===== src/rtl/fspd_pkg.sv =====
package fspd_pkg;
  typedef enum logic {PS_DOWN = 1'b0, PS_UP = 1'b1} pwr_state_e;
  localparam int unsigned NUM_SYNC = 2;
  localparam int unsigned SYNC_TX  = 0;
  localparam int unsigned SYNC_RX  = 1;
endpackage


===== src/rtl/fspd_hold_det.sv =====
module fspd_hold_det #(
  parameter int unsigned HOLD = 4
) (
  input  logic clk,
  input  logic rst,
  input  logic pin,
  output logic held
);
  localparam int unsigned CW = $clog2(HOLD + 1);
  localparam logic [CW-1:0] LAST = CW'(HOLD - 1);

  logic [CW-1:0] run_q;

  // held is true on the edge that samples the HOLD-th consecutive high level
  assign held = pin && (run_q >= LAST);

  always_ff @(posedge clk) begin
    if (rst || !pin) run_q <= '0;
    else if (run_q < LAST) run_q <= run_q + 1'b1;
  end
endmodule


===== src/rtl/fspd_rise_det.sv =====
module fspd_rise_det (
  input  logic clk,
  input  logic rst,
  input  logic din,
  output logic rise
);
  logic prev_q;

  assign rise = din && !prev_q;

  always_ff @(posedge clk) begin
    if (rst) prev_q <= 1'b0;
    else     prev_q <= din;
  end
endmodule


===== src/rtl/fspd_idle_timer.sv =====
module fspd_idle_timer #(
  parameter int unsigned TIMEOUT_CYC = 2048
) (
  input  logic clk,
  input  logic rst,
  input  logic restart,
  input  logic run,
  output logic expired
);
  localparam int unsigned CW = $clog2(TIMEOUT_CYC + 1);
  localparam logic [CW-1:0] TERM = CW'(TIMEOUT_CYC - 1);

  logic [CW-1:0] cnt_q;

  assign expired = run && !restart && (cnt_q == TERM);

  always_ff @(posedge clk) begin
    if (rst || restart || !run) cnt_q <= '0;
    else if (cnt_q != TERM)     cnt_q <= cnt_q + 1'b1;
  end
endmodule


===== src/rtl/fspd_tx_gate.sv =====
module fspd_tx_gate #(
  parameter int unsigned ARM_PULSES = 2
) (
  input  logic clk,
  input  logic rst,
  input  logic powered_d,
  input  logic tx_rise,
  output logic dx_en
);
  localparam int unsigned CW = $clog2(ARM_PULSES + 1);
  localparam logic [CW-1:0] ARM = CW'(ARM_PULSES);

  logic [CW-1:0] cnt_q, cnt_d;
  logic          dx_q;

  always_comb begin
    cnt_d = cnt_q;
    if (!powered_d)                 cnt_d = '0;
    else if (tx_rise && cnt_q < ARM) cnt_d = cnt_q + 1'b1;
  end

  always_ff @(posedge clk) begin
    if (rst) begin
      cnt_q <= '0;
      dx_q  <= 1'b0;
    end else begin
      cnt_q <= cnt_d;
      dx_q  <= powered_d && (cnt_d == ARM);
    end
  end

  assign dx_en = dx_q;
endmodule


===== src/rtl/fsync_pwr_ctrl.sv =====
module fsync_pwr_ctrl
  import fspd_pkg::*;
#(
  parameter int unsigned TIMEOUT_CYC = 2048,
  parameter int unsigned PDN_HOLD    = 4,
  parameter int unsigned ARM_PULSES  = 2
) (
  input  logic clk,
  input  logic rst,
  input  logic pdn_pin,
  input  logic fsx_i,
  input  logic fsr_i,
  output logic pwr_good,
  output logic analog_en,
  output logic dx_en
);
  logic [NUM_SYNC-1:0] fs_in, fs_rise;
  logic                any_rise, forced, expired, powered_d;
  pwr_state_e          st_q, st_d;
  logic                pg_q, an_q;

  assign fs_in[SYNC_TX] = fsx_i;
  assign fs_in[SYNC_RX] = fsr_i;

  for (genvar g = 0; g < NUM_SYNC; g++) begin : g_sync
    fspd_rise_det u_rise (
      .clk (clk),
      .rst (rst),
      .din (fs_in[g]),
      .rise(fs_rise[g])
    );
  end

  assign any_rise = |fs_rise;

  fspd_hold_det #(.HOLD(PDN_HOLD)) u_hold (
    .clk (clk),
    .rst (rst),
    .pin (pdn_pin),
    .held(forced)
  );

  fspd_idle_timer #(.TIMEOUT_CYC(TIMEOUT_CYC)) u_timer (
    .clk    (clk),
    .rst    (rst),
    .restart(any_rise),
    .run    (st_q == PS_UP),
    .expired(expired)
  );

  // pin dominates, then sync activity, then the idle timeout
  always_comb begin
    st_d = st_q;
    if (forced)                        st_d = PS_DOWN;
    else if (any_rise)                 st_d = PS_UP;
    else if (st_q == PS_UP && expired) st_d = PS_DOWN;
  end

  assign powered_d = (st_d == PS_UP);

  always_ff @(posedge clk) begin
    if (rst) begin
      st_q <= PS_DOWN;
      pg_q <= 1'b0;
      an_q <= 1'b0;
    end else begin
      st_q <= st_d;
      pg_q <= powered_d;
      an_q <= powered_d;
    end
  end

  fspd_tx_gate #(.ARM_PULSES(ARM_PULSES)) u_txg (
    .clk      (clk),
    .rst      (rst),
    .powered_d(powered_d),
    .tx_rise  (fs_rise[SYNC_TX]),
    .dx_en    (dx_en)
  );

  assign pwr_good  = pg_q;
  assign analog_en = an_q;
endmodule


===== config.mk =====
export PLATFORM = sky130hd
export DESIGN_NAME = fsync_pwr_ctrl
export DESIGN_NICKNAME = d
export VERILOG_FILES = /design/src/rtl/fspd_pkg.sv /design/src/rtl/fspd_hold_det.sv /design/src/rtl/fspd_rise_det.sv /design/src/rtl/fspd_idle_timer.sv /design/src/rtl/fspd_tx_gate.sv /design/src/rtl/fsync_pwr_ctrl.sv
export SDC_FILE = /design/constraint.sdc
export NUM_CORES = 1
export LEC_CHECK = 0
export CELL_PAD_IN_SITES_DETAIL_PLACEMENT = 0
export CELL_PAD_IN_SITES_GLOBAL_PLACEMENT = 1
export CORE_UTILIZATION = 42
export CTS_CLUSTER_DIAMETER = 100
export CTS_CLUSTER_SIZE = 8
export DETAILED_ROUTE_END_ITERATION = 10
export GPL_TIMING_DRIVEN = 1
export PLACE_DENSITY = 0.76
export SYNTH_ARGS = -nofsm -noshare
export SYNTH_HDL_FRONTEND = slang
export SYNTH_SLANG_ARGS = --single-unit
export TNS_END_PERCENT = 50

===== constraint.sdc =====
create_clock -name clk -period 2.3 [get_ports clk]
set_clock_uncertainty 0.05 [all_clocks]
set_input_delay 0.46 -clock clk [delete_from_list [all_inputs] [get_ports clk]]
set_output_delay 0.46 -clock clk [all_outputs]
set_load 0.03 [all_outputs]

* Word level (Yosys, flattened, before mapping)
Index checks and enable logic that the tools add are counted.
** Word-level totals
- Logic and storage cells :: 38
- Flip-flop bits (word level) :: 21
- Input bits :: 5
- Memory bits (read-only) :: 0
- Bits in latches :: 0
- Memories kept :: 0
- Output and inout bits :: 3
- RAM bits :: 0
** Operators by class
- Reduce and logical (&&, ||, !) cells :: 17
- $add $sub $neg :: 3
- Multiplexer cells :: 5
- Order comparisons :: 3
- Divide/modulo/power cells :: 0
- Bitwise operators :: 0
- Eq/ne operators :: 3
- Shifts and indexed selects :: 0
- $mul :: 0
** Operators with widths (number)
- adder 12 x 1 -> 12 bit (second input constant) :: 1
- == test 12 x 11 -> 1 bit (second input constant) :: 1
- inequality test 12 x 11 -> 1 bit (second input constant) :: 1
- logical AND 1 bit :: 8
- logical NOT 1 bit :: 5
- 2-to-1 mux 2 bit :: 2
- adder 3 x 1 -> 3 bit (second input constant) :: 1
- >= comparator 3 x 2 -> 1 bit (second input constant) :: 1
- logical OR 1 bit :: 3
- less-than comparator 3 x 2 -> 1 bit (second input constant) :: 1
- 2-to-1 mux 1 bit :: 3
- adder 2 x 1 -> 2 bit (second input constant) :: 1
- == test 2 bit (second input constant) :: 1
- less-than comparator 2 bit (second input constant) :: 1
- OR reduction 2 bit :: 1

* Depth between registers and ports, before layout
- Depth in word-level cells :: 13
- Depth in mapped cells :: 6
- Gate-level depth less buffers :: 5

* Hierarchy
From an unflattened synthesis, not the netlist that was laid out.
** Unflattened totals
- Cell total of the unflattened synthesis :: 109
- Area total of the unflattened synthesis :: 1072.3 um^2
** Modules (own cells, without submodules)
- fspd_idle_timer :: seq. area each 240.2 um^2, cells an instance 67, area each 633.1 um^2, times used 1
- fspd_hold_det :: seq. area each 60.1 um^2, cells an instance 17, area each 160.2 um^2, times used 1
- fspd_tx_gate :: seq. area each 60.1 um^2, cells an instance 12, area each 117.6 um^2, times used 1
- fspd_rise_det :: seq. area each 20.0 um^2, cells an instance 3, area each 47.5 um^2, times used 2
- fsync_pwr_ctrl :: seq. area each 20.0 um^2, cells an instance 7, area each 66.3 um^2, times used 1

* Worst setup path after synthesis
No wires, ideal clock.
- Path type :: reg2reg
- Start point :: register u_timer.cnt_q[0]
- End point :: register u_txg.cnt_q[0]
- Cell stages (with the launch flop) :: 7
- Clock period less this slack :: 1.642 ns
- Setup time :: 0.122 ns
- Path buffers :: 1
- Required time :: 2.128 ns
- Setup slack :: 0.658 ns
- Data arrival time :: 1.469 ns
- Cells stage by stage :: dfxtp_1 > ha_1 > nand4_2 > or3_1 > buf_2 > a21oi_2 > nor3_1
** Between the ends
- Longest elaborated chain between the ends :: 7
** RTL lines
- start: declaration :: RTL line fspd_idle_timer.sv:13 : logic [CW-1:0] cnt_q;
- start signal: assignment :: RTL line fspd_idle_timer.sv:19 : else if (cnt_q != TERM) cnt_q <= cnt_q + 1'b1;
- == test 12 x 11 -> 1 bit :: RTL line fspd_idle_timer.sv:15 : assign expired = run && !restart && (cnt_q == TERM);
- logical AND 1 bit :: RTL line fspd_idle_timer.sv:15
- logical AND 1 bit :: RTL line fsync_pwr_ctrl.sv:56 : else if (st_q == PS_UP && expired) st_d = PS_DOWN;
- 2-to-1 mux 1 bit :: RTL line fsync_pwr_ctrl.sv:56
- 2-to-1 mux 1 bit :: RTL line fsync_pwr_ctrl.sv:55 : else if (any_rise) st_d = PS_UP;
- 2-to-1 mux 1 bit :: RTL line fsync_pwr_ctrl.sv:54 : if (forced) st_d = PS_DOWN;
- 2-to-1 mux 2 bit :: RTL line fspd_tx_gate.sv:18 : if (!powered_d) cnt_d = '0;
- end signal: assignment :: RTL line fspd_tx_gate.sv:27 : cnt_q <= cnt_d;
- end: declaration :: RTL line fspd_tx_gate.sv:13 : logic [CW-1:0] cnt_q, cnt_d;
No other way between the ends.
A chain may end at the register's enable or synchronous reset.

==> impl_results.md <==
* Crit-path slowest cell: clkdlybuf4s50_1
* Gp weighted congestion at 0.754
* Final setup vio count at 0
* Clk sinks at 21
* Clk_lat worst skew at 0.30 ns
* Vias per Instance at 5.36
* Die area at 0.00250 sq mm
* TritonCTS buffer count at 3
* Critical path fanouts, max at 4
* Cts-stage hold buffer count at 0
* Area Overhead vs Synth at 11.4%
* DRT iter0 DRCs at 10
* Status: completed
* Largest net degree at the start of global routing at 13
* CP peak stage delay at 0.69 ns
* Yosys top cell by area: dfxtp_1
* Most frequent cells in the layout: dfxtp_1 (21), nor2_1 (15), nor3_1 (8), clkdlybuf4s50_1 (7)
* Port Buf Inserts at 7
* Peak supply drop at 0.293 mV
* Clock slew seen by the registers of the worst setup and hold paths at 0.12 ns
* Startpoint Class: register
* YS warnings at 0
* Grt ovf at 0
* Area share of the largest cell type after synthesis at 43.5%
* N_diodes at 0
* FILL cells at 197
* Worst Max-Slew Pin Slew at 0.442 ns
* Kind of critical path: reg -> out
* Period utilisation layout at 83.0%
* Die X at 50.0 um
* Power per cell area at 567 mW/mm^2
* Worst Hold Class: reg -> reg
* Final Cell Area at 0.00108 sq mm
* CTS max path bufs at 2
* Unrepaired setup endpoints after global routing: no
* Logic pwr share at 8.4%
* Final Net Count at 121
* Core Footprint at 0.00206 sq mm
* Syn Nets at 113
* Post-synthesis sequential area ratio at 43.5%
* Int Pwr at 463 uW
* DP HPWL at 1250 um
* Hold Vio Cnt, Final at 0
* Site row count at 16
* Most common cell after layout, fill and taps aside: dfxtp_1
* Share of power burned in registers at 62.5%
* Post-DRT Antenna Nets at 0
* # Post-CTS Setup Buffers at 0
* Number of global-route vias before repair at 709
* Max-Cap Viols at 0
* Seq cells post-synth at 21
* WP data required at 1.79 ns
* CTS tree: yes
* H-tree level count at 1
* Max Transition Viols Final at 0
* Maximum clock rate at 524 MHz
* GRT Util Overall at 17.4%
* CP delay by family, top: buffers and inverters
* # DRC at 0
* DP Area at 0.00105 sq mm
* Min Tclk post-route at 1.91 ns
* Synth unique cells at 34
* P_leak at 0.000438 uW
* CP arrival at 1.40 ns
* Post-synthesis instance area at 966 sq um
* Synthesized area per cell at 9.20 sq um
* First-pass GRT wire length at 3200 um
* P_sw at 148 uW
* Crit-path cells: clkdlybuf4s50_1
* Sequential cell area at 420 sq um
* Crit path capture type: primary output
* Post-synthesis cell count at 105
* Clock power frac at 29.1%
* Max_slew headroom at 70.6%
* Multi-input gate area at 509 sq um
* Final wirelength at 1810 um
* Wire per inst at 13.0 um
* Buf+Inv Stages, Crit Path at 1
* # IOs at 8
* Largest cells by area after synthesis: dfxtp_1 (44%), nor2_1 (5.8%), xor2_1 (4.5%), nor3_1 (4.1%), ha_1 (3.9%)
* Switching Fraction at 24.2%
* Root buffer cell: clkbuf_4
* Vias at 745
* Die Ht at 50.0 um
* Initial antenna violation count at 0
* Final setup TNS at 0 ns
* Share of cells above drive strength 1 at 8.93%
* Starting Density at 46.8%
* Post_cts resized at 0
* Iteration count of the initial detailed-routing pass at 4
stage by stage:
step | utilization (%) | setup WS, ns | power (uW) | cells | hold WS (ns)
final | 52.2 | 0.391 | 610 | 139 | 0.436
after global routing | 52.2 | 0.262 | 647 | 139 | 0.466
after CTS | 52.2 | 0.360 | 624 | 139 | 0.439
after detailed placement | 50.8 | 0.261 | 441 | 135 | 0.421
after global placement | 50.8 | 0.299 | 440 | 135 | 0.415
after floorplan | - | 0.658 | 422 | 105 | 0.394
power by group through the flow:
stage / clock network (uW) / logic (uW) / registers [uW]
finish: 177 / 51.4 / 382
global route: 207 / 56.9 / 384
CTS: 191 / 51.4 / 382
detailed placement: 0 / 51.3 / 390
global placement: 0 / 50.5 / 389
floorplan: 0 / 29.5 / 392
final timing paths:
| kind | from | to | slack (ns) | cells past startpoint |
|---|---|---|---|---|
| hold / removal | u_timer.cnt_q[1]$_SDFFE_PP0N_ | u_timer.cnt_q[1]$_SDFFE_PP0N_ | 0.44 | 2 |
| setup reg to reg | u_timer.cnt_q[0]$_SDFFE_PP0N_ | u_txg.dx_en$_SDFF_PP0_ | 0.40 | 5 |
| setup / recovery | analog_en$_SDFF_PP0_ | pwr_good | 0.39 | 1 |
| hold reg to reg | u_timer.cnt_q[1]$_SDFFE_PP0N_ | u_timer.cnt_q[1]$_SDFFE_PP0N_ | 0.44 | 2 |
state kept, by name (all words and copies together) (netlist names):
signal and flops:
u_txg.dx_en 1, analog_en 1, g_sync.u_rise.prev_q 2, u_timer.cnt_q 12, u_txg.cnt_q 2, u_hold.run_q 3
cell type report:
type	count	share of cell area, %
clock buffers	3	2.09
clock inverters	1	0.465
inverters	4	1.40
multi-input cells	76	47.3
flip-flops and latches	21	39.1
well taps	27	3.14
repair buffers	7	6.51
cell usage after synthesis:
| cell type | count |
|---|---|
| xnor2_1 | 4 |
| nand2_1 | 5 |
| nand4_2 | 1 |
| o22ai_1 | 1 |
| a21oi_2 | 1 |
| xor2_1 | 5 |
| nor4b_1 | 1 |
| inv_1 | 4 |
| o21ai_0 | 1 |
| nor2_1 | 15 |
| nor3_1 | 8 |
| dfxtp_1 | 21 |
| a211oi_1 | 2 |
| buf_2 | 2 |
| nand4b_4 | 1 |
| a21o_1 | 1 |
| nor3_2 | 1 |
| nand3b_1 | 1 |
| nand3_1 | 3 |
| a21oi_1 | 5 |
| a211o_1 | 1 |
| ha_1 | 3 |
| o31ai_1 | 2 |
| a31oi_1 | 1 |
| o2111ai_1 | 2 |
| and3_1 | 5 |
| buf_4 | 1 |
| clkbuf_1 | 1 |
| mux2_2 | 1 |
| and3_4 | 1 |
| o211a_1 | 1 |
| or3b_1 | 1 |
| or3_1 | 1 |
| nand2b_1 | 1 |
layer usage:
metal / track usage, % / share of wire (%) / vias to the layer above
met1: 22.7 / 50 / 344
met5: 0 / 0 / -
met4: 10.5 / 3.1 / 0
met3: 2.78 / 1.4 / 6
li1: - / - / 389
met2: 26.6 / 45 / 6
kinds of logic after synthesis:
group                    share of synthesized area, %
multiplexers                                     1.17
AO/OA/AOI/OAI                                    13.0
AND/OR/NAND/NOR                                  26.6
adder cells (fa/ha/maj)                          3.89
buffers and inverters                            3.76
XOR/XNOR                                         8.16
flip-flops                                       43.5
No activity file was read; power rests on OpenSTA's default activity.
